[src/rtl/memtype_pkg.sv]
package memtype_pkg;

  localparam logic [7:0] MT_UC  = 8'h00;
  localparam logic [7:0] MT_WC  = 8'h01;
  localparam logic [7:0] MT_WT  = 8'h04;
  localparam logic [7:0] MT_WP  = 8'h05;
  localparam logic [7:0] MT_WB  = 8'h06;
  localparam logic [7:0] MT_INV = 8'hFF;

  localparam int FIX_ENTRIES = 88;
  localparam int FIX_IDX_W   = 7;

  localparam logic [2:0] CFG_FIXED = 3'd0;
  localparam logic [2:0] CFG_VBASE = 3'd1;
  localparam logic [2:0] CFG_VMASK = 3'd2;
  localparam logic [2:0] CFG_CTRL  = 3'd3;
  localparam logic [2:0] CFG_TOM2  = 3'd4;

  typedef enum logic [1:0] {ST_IDLE, ST_FIX, ST_SCAN} rslv_state_t;

  // Fold two matching range types into one.
  function automatic logic [7:0] mt_merge(input logic [7:0] a, input logic [7:0] b);
    if (a == MT_UC || b == MT_UC)                                 return MT_UC;
    if ((a == MT_WB && b == MT_WT) || (a == MT_WT && b == MT_WB)) return MT_WT;
    if (a != b)                                                   return MT_UC;
    return a;
  endfunction

endpackage

[src/rtl/mt_fixed_table.sv]
module mt_fixed_table
  import memtype_pkg::*;
(
  input  logic                 clk,
  input  logic                 we,
  input  logic [FIX_IDX_W-1:0] waddr,
  input  logic [7:0]           wdata,
  input  logic [19:0]          look_addr,
  output logic [7:0]           rdata
);

  logic [7:0]           mem [FIX_ENTRIES];
  logic [FIX_IDX_W-1:0] ridx;

  // Region decode: 64 KiB, 16 KiB, then 4 KiB granules.
  always_comb begin
    if (!look_addr[19])
      ridx = {4'd0, look_addr[18:16]};
    else if (look_addr[19:18] == 2'b10)
      ridx = 7'd8 + {3'd0, look_addr[17:14]};
    else
      ridx = 7'd24 + {1'b0, look_addr[17:12]};
  end

  always_ff @(posedge clk) begin
    if (we && (waddr < FIX_IDX_W'(FIX_ENTRIES)))
      mem[waddr] <= wdata;
  end

  always_ff @(posedge clk) begin
    rdata <= mem[ridx];
  end

endmodule

[src/rtl/mt_var_bank.sv]
module mt_var_bank #(
  parameter int ADDR_W  = 40,
  parameter int NUM_VAR = 4,
  localparam int IDX_W  = (NUM_VAR > 1) ? $clog2(NUM_VAR) : 1
) (
  input  logic              clk,
  input  logic              rst,
  input  logic              base_we,
  input  logic              mask_we,
  input  logic [IDX_W-1:0]  widx,
  input  logic [ADDR_W-1:0] wdata,
  input  logic [IDX_W-1:0]  sel,
  input  logic [ADDR_W-1:0] addr,
  output logic              hit,
  output logic [7:0]        hit_type
);

  localparam logic [ADDR_W-1:0] PAGE_KEEP = ~ADDR_W'(12'hFFF);

  logic [ADDR_W-1:0] base_q [NUM_VAR];
  logic [ADDR_W-1:0] mask_q [NUM_VAR];

  for (genvar g = 0; g < NUM_VAR; g++) begin : g_entry
    always_ff @(posedge clk) begin
      if (rst) begin
        base_q[g] <= '0;
        mask_q[g] <= '0;
      end else begin
        if (base_we && widx == IDX_W'(g)) base_q[g] <= wdata;
        if (mask_we && widx == IDX_W'(g)) mask_q[g] <= wdata;
      end
    end
  end

  logic [ADDR_W-1:0] sel_base, sel_mask;
  assign sel_base = base_q[sel];
  assign sel_mask = mask_q[sel];
  assign hit_type = sel_base[7:0];
  assign hit      = sel_mask[11] &&
                    (((addr ^ sel_base) & sel_mask & PAGE_KEEP) == '0);

endmodule

[src/rtl/memtype_resolver.sv]
module memtype_resolver
  import memtype_pkg::*;
#(
  parameter int ADDR_W    = 40,
  parameter int NUM_VAR   = 4,
  parameter bit HAS_FIXED = 1'b1,
  parameter bit HAS_TOM2  = 1'b1
) (
  input  logic              clk,
  input  logic              rst,
  input  logic              cfg_we,
  input  logic [2:0]        cfg_kind,
  input  logic [6:0]        cfg_idx,
  input  logic [ADDR_W-1:0] cfg_wdata,
  input  logic              req_valid,
  output logic              req_ready,
  input  logic [ADDR_W-1:0] req_addr,
  output logic              rsp_valid,
  input  logic              rsp_ready,
  output logic [7:0]        rsp_type
);

  localparam int IDX_W = (NUM_VAR > 1) ? $clog2(NUM_VAR) : 1;
  localparam logic [IDX_W-1:0]  LAST_IDX  = IDX_W'(NUM_VAR - 1);
  localparam logic [ADDR_W-1:0] FOUR_GIB  = ADDR_W'(1) << 32;
  localparam logic [ADDR_W-1:0] TOM2_KEEP = ~ADDR_W'(23'h7F_FFFF);

  rslv_state_t       state;
  logic [11:0]       ctl_q;
  logic [ADDR_W-1:0] tom2_q;
  logic [ADDR_W-1:0] addr_q;
  logic [IDX_W-1:0]  scan_idx;
  logic [7:0]        acc_q;
  logic              acc_vld;

  logic glob_en, fix_en;
  assign glob_en = ctl_q[11];
  assign fix_en  = ctl_q[10];

  // Configuration registers
  always_ff @(posedge clk) begin
    if (rst) begin
      ctl_q  <= '0;
      tom2_q <= '0;
    end else if (cfg_we) begin
      if (cfg_kind == CFG_CTRL) ctl_q <= cfg_wdata[11:0];
      if (cfg_kind == CFG_TOM2 && HAS_TOM2) tom2_q <= cfg_wdata & TOM2_KEEP;
    end
  end

  // Low-memory table
  logic [7:0] fix_rdata;
  if (HAS_FIXED) begin : g_fixed
    mt_fixed_table u_fixed (
      .clk       (clk),
      .we        (cfg_we && cfg_kind == CFG_FIXED),
      .waddr     (cfg_idx),
      .wdata     (cfg_wdata[7:0]),
      .look_addr (req_addr[19:0]),
      .rdata     (fix_rdata)
    );
  end else begin : g_nofixed
    assign fix_rdata = MT_INV;
  end

  // Range entry bank
  logic       idx_ok, vb_hit;
  logic [7:0] vb_type;
  assign idx_ok = ({25'd0, cfg_idx} < NUM_VAR);

  mt_var_bank #(.ADDR_W(ADDR_W), .NUM_VAR(NUM_VAR)) u_var (
    .clk      (clk),
    .rst      (rst),
    .base_we  (cfg_we && idx_ok && cfg_kind == CFG_VBASE),
    .mask_we  (cfg_we && idx_ok && cfg_kind == CFG_VMASK),
    .widx     (cfg_idx[IDX_W-1:0]),
    .wdata    (cfg_wdata),
    .sel      (scan_idx),
    .addr     (addr_q),
    .hit      (vb_hit),
    .hit_type (vb_type)
  );

  // Scan datapath
  logic       accept, fix_path, scan_stop, tom2_hit;
  logic [7:0] merged, picked, final_type;

  assign req_ready = (state == ST_IDLE) && !rsp_valid;
  assign accept    = req_valid && req_ready;
  assign fix_path  = HAS_FIXED && fix_en && (req_addr[ADDR_W-1:20] == '0);

  always_comb begin
    merged    = acc_vld ? mt_merge(acc_q, vb_type) : vb_type;
    scan_stop = (vb_hit && merged == MT_UC) || (scan_idx == LAST_IDX);
    picked    = vb_hit ? merged : (acc_vld ? acc_q : ctl_q[7:0]);
    tom2_hit  = HAS_TOM2 && (tom2_q != '0) && (addr_q >= FOUR_GIB) && (addr_q < tom2_q);
    final_type = tom2_hit ? MT_WB : picked;
  end

  always_ff @(posedge clk) begin
    if (rst) begin
      state     <= ST_IDLE;
      rsp_valid <= 1'b0;
      rsp_type  <= '0;
      addr_q    <= '0;
      scan_idx  <= '0;
      acc_q     <= '0;
      acc_vld   <= 1'b0;
    end else begin
      if (rsp_valid && rsp_ready) rsp_valid <= 1'b0;
      unique case (state)
        ST_IDLE: if (accept) begin
          addr_q   <= req_addr;
          scan_idx <= '0;
          acc_vld  <= 1'b0;
          if (!glob_en) begin
            rsp_type  <= MT_INV;
            rsp_valid <= 1'b1;
          end else if (fix_path) begin
            state <= ST_FIX;
          end else begin
            state <= ST_SCAN;
          end
        end
        ST_FIX: begin
          rsp_type  <= fix_rdata;
          rsp_valid <= 1'b1;
          state     <= ST_IDLE;
        end
        ST_SCAN: begin
          if (vb_hit) begin
            acc_q   <= merged;
            acc_vld <= 1'b1;
          end
          if (scan_stop) begin
            rsp_type  <= final_type;
            rsp_valid <= 1'b1;
            state     <= ST_IDLE;
          end else begin
            scan_idx <= scan_idx + 1'b1;
          end
        end
        default: state <= ST_IDLE;
      endcase
    end
  end

  AST_RSP_HOLD: assert property (@(posedge clk) disable iff (rst)
    rsp_valid && !rsp_ready |=> rsp_valid && $stable(rsp_type));
  AST_NO_BACK_TO_BACK: assert property (@(posedge clk) disable iff (rst)
    accept |=> !req_ready);
  AST_DISABLED_INVALID: assert property (@(posedge clk) disable iff (rst)
    accept && !glob_en |=> rsp_valid && rsp_type == MT_INV);
  AST_FIXED_ONE_CYCLE: assert property (@(posedge clk) disable iff (rst)
    state == ST_FIX |=> rsp_valid && state == ST_IDLE);
  AST_UC_EARLY_STOP: assert property (@(posedge clk) disable iff (rst)
    state == ST_SCAN && vb_hit && vb_type == MT_UC |=> state == ST_IDLE && rsp_valid);

endmodule

[config.mk]
export PLATFORM = sky130hd
export DESIGN_NAME = memtype_resolver
export DESIGN_NICKNAME = d
export VERILOG_FILES = /design/src/rtl/memtype_pkg.sv /design/src/rtl/mt_fixed_table.sv /design/src/rtl/mt_var_bank.sv /design/src/rtl/memtype_resolver.sv
export SDC_FILE = /design/constraint.sdc
export NUM_CORES = 2
export LEC_CHECK = 0
export BUFFER_PORTS_ARGS = -buffer_cell sky130_fd_sc_hd__buf_4
export CORE_MARGIN = 1.5
export CORE_UTILIZATION = 30
export DETAILED_ROUTE_END_ITERATION = 8
export HOLD_SLACK_MARGIN = 0.06
export PLACE_DENSITY = 0.46
export SETUP_SLACK_MARGIN = 0.4
export SLEW_MARGIN = 40
export SYNTH_ARGS = -nofsm -noshare
export SYNTH_HDL_FRONTEND = slang
export SYNTH_SLANG_ARGS = --single-unit
[constraint.sdc]
create_clock -name clk -period 2.85 [get_ports clk]
set_clock_uncertainty 0.05 [all_clocks]
set_input_delay 0.1425 -clock clk [delete_from_list [all_inputs] [get_ports clk]]
set_output_delay 0.1425 -clock clk [all_outputs]
set_load 0.02 [all_outputs]
==> impl_metrics.env <==
export IMPL_syn_nets=2873
export IMPL_fin_tns_setup_ns=-3.14
export IMPL_dpl_hpwl_um=84300
export IMPL_cts_tree="done"
export IMPL_dieArea_um2=149000
export IMPL_drive_gt1_share_pct=27.3
export IMPL_hold_viol=0
export IMPL_yosysSeqAreaShare_pct=69.7
export IMPL_synth_edf_count=964
export IMPL_antenna_found_initial=7
export IMPL_synth_cells=2755
export IMPL_rsz0062_at_grt="true"
export IMPL_cts_root_buf="clkbuf_16"
export IMPL_pre_cts_ws_ns=-0.627
export IMPL_clock_latency_ns=0.74
export IMPL_async_flop_share_pct=0
export IMPL_drc=0
export IMPL_grt_pass1_vias=27400
export IMPL_clk_pin_slew_ns=0.06
export IMPL_dpl_instance_area_um2=49900
export IMPL_startpoint_type="register"
export IMPL_critical_path_class="reg -> reg"
export IMPL_finalSetupViolCount=23
export IMPL_h_tree_depth=3
export IMPL_fin_ws_ns=-0.203
export IMPL_grt_remaining_overflow=0
export IMPL_dr_pass1_iters=7
export IMPL_tightest_slew_ns=0.797
export IMPL_vias=25700
export IMPL_syn_area_per_cell_um2=16.0
export IMPL_synth_main_ff_cell="edfxtp_1"
export IMPL_synth_cell_types=84
export IMPL_layout_nets=3375
export IMPL_grt_first_pass_wirelength_um=188000
export IMPL_track_usage_pct=17.3
export IMPL_wl_met2_um=65400
export IMPL_ir_drop_mv=0.504
export IMPL_arrival_ns=3.57
export IMPL_outcome="finished, violations left"
export IMPL_final_area_um2=55000
export IMPL_fmax_mhz=328
export IMPL_critPathRequiredTime_ns=3.37
export IMPL_ys_ff_latch=1051
export IMPL_violations="setup timing"
export IMPL_p_leak_nw=18.9
export IMPL_drv_cap=0
export IMPL_routed_wl_um=129000
export IMPL_rows=140
export IMPL_grt_max_degree=94
export IMPL_synthToLayoutAreaGrowth_pct=24.9
export IMPL_min_from="cfg_kind[1]"
export IMPL_min_period_over_period_pct=107
export IMPL_post_route_min_period_ns=3.05
export IMPL_mostFrequentLayoutCells="edfxtp_1, buf_4, and2_1, nand2_1, mux4_2"
export IMPL_routed_top_layer="met5"
export IMPL_slew_headroom_pct=46.9
export IMPL_crit_fanout=6
export IMPL_final_common_cell="edfxtp_1"
export IMPL_m1WireLength_um=54400
export IMPL_die_x_um=386
export IMPL_power_density_nw_per_um2=657
export IMPL_viasPerCell=4.87
export IMPL_drtIter0Drc=1976
export IMPL_ios=105
export IMPL_place_congestion=0.844
export IMPL_synth_warnings=0
export IMPL_cts_made_buffers=111
export IMPL_slew_violations=0
export IMPL_coreArea_um2=146000
export IMPL_ant_nets=0
export IMPL_clkSinkCount=1051
export IMPL_end_kind="register"
export IMPL_hp_class="in -> reg"
export IMPL_syn_cell_area_um2=44000
export IMPL_clk_path_buf_depth=3
export IMPL_wl_met3_um=5620
export IMPL_die_h_um=386
export IMPL_port_buffers=90
export IMPL_initial_utilization_pct=30.2
export IMPL_wl_per_cell_um=24.4
export IMPL_nFillCells=13600
==> cell families (layout without fill, tap and decap cells) <==
kind of cell,Yosys count,in the layout,synth area share [%]
AOI/OAI and AO/OA,320,320,5.15
adders and majority gates,23,23,0.654
DFF,1051,1051,69.7
muxes,256,256,11.3
xor gates and xnor gates,67,67,1.35
other,0,3,0
buffers and inverters,209,809,1.98
and+or+nand+nor,829,829,9.83
==> layout make-up <==
| class | instances | area, um^2 | area share (%) |
|---|---|---|---|
| sequential | 1051 | 30700 | 55.8 |
| multi-input combinational | 1495 | 12800 | 23.3 |
| timing repair buffer | 552 | 5130 | 9.33 |
| clock buffer | 141 | 2950 | 5.37 |
| tap | 1917 | 2400 | 4.36 |
| clock inverter | 70 | 793 | 1.44 |
| inverter | 46 | 173 | 0.314 |
| antenna | 3 | 7.51 | 0.0137 |
==> timing repair <==
action | in CTS | in global routing
hold buffers | 88 | 0
pin swaps | 23 | 14
endpoints found under the hold margin | 789 | 0
gates resized for setup | 30 | 30
gates cloned | 1 | 0
buffers inserted | 9 | 7
setup endpoints to repair | 24 | 40
==> report_power, final <==
part | internal (mW) | switching [mW] | leakage, nW | total (mW)
Combinational | 1.71 | 2.14 | 7.60 | 3.85
Clock | 8.64 | 6.26 | 1.82 | 14.9
Sequential | 17.1 | 0.250 | 9.51 | 17.4
==> layer usage <==
| layer | up-vias | global-route usage, % |
|---|---|---|
| met5 | - | 0 |
| met4 | 6 | 4.72 |
| met3 | 189 | 2.97 |
| met2 | 592 | 30.3 |
| met1 | 13300 | 22.0 |
| li1 | 11600 | - |
==> path summary, 6_finish.rpt <==
path / slack, ns / depth (start not counted) / end
worst max-delay path: -0.20 / 11 / rsp_type[3]
worst min-delay path: 0.12 / 4 / ctl_q[7]
worst max register to register: -0.20 / 11 / rsp_type[3]
worst min register to register: 0.41 / 2 / ctl_q[7]
==> metrics by stage <==
stage / total power [mW] / utilization (%) / std cells / hold WS (ns)
4_1_cts: 36.5 / 37.6 / 5264 / 0.0640
2_1_floorplan: 19.6 / - / 2755 / 0.191
3_3_place_gp: 21.3 / 34.3 / 4955 / 0.351
3_5_place_dp: 21.3 / 34.3 / 4955 / 0.367
5_1_grt: 37.4 / 37.8 / 5272 / 0.108
6_report: 36.1 / 37.8 / 5275 / 0.118
==> worst max-delay path, cell delays in order (launching register included) <==
cell	delay, ns
dfxtp_4	0.36
buf_8	0.14
buf_12	0.13
or4_4	0.53
a2111oi_4	0.39
nand4_1	0.20
a21boi_4	0.30
buf_6	0.15
buf_16	0.11
mux2_2	0.37
nand3_1	0.11
a221oi_2	0.06
==> flip-flops by register name (all words and copies together) (netlist names), named ones only <==
name                   count
state                      2
scan_idx                   2
u_var.base_q             144
addr_q                    28
acc_q                      8
tom2_q                    17
ctl_q                     10
rsp_valid                  1
acc_vld                    1
g_fixed.u_fixed.mem      704
g_fixed.u_fixed.rdata      8
u_var.mask_q             116
rsp_type                   8
==> cell usage after synthesis, types with 8 or more instances <==
master      n  share of area (%)
a211oi_1   51               0.87
a21o_1     15               0.26
a21oi_1    98                1.1
a22o_1      9               0.18
a22oi_1    11               0.19
a311o_1     8               0.18
a31oi_1    31               0.44
and2_1    272                3.9
and3_1     10               0.14
buf_2      27               0.31
clkbuf_1  123                1.0
dfxtp_1    87                4.0
edfxtp_1  964                 66
ha_1       23               0.65
inv_1      45               0.38
mux2i_1    57                1.3
mux4_2    190                9.7
nand2_1   260                2.2
nand2b_1   17               0.24
nand3_1    24               0.27
nand3b_1   33               0.56
nand4_1    12               0.17
nor2_1    119                1.0
nor2b_1    33               0.47
nor3_1      8              0.091
nor4_1     12               0.17
o21ai_0    19               0.22
xor2_1     59                1.2
(Power assumes the default switching activity.)
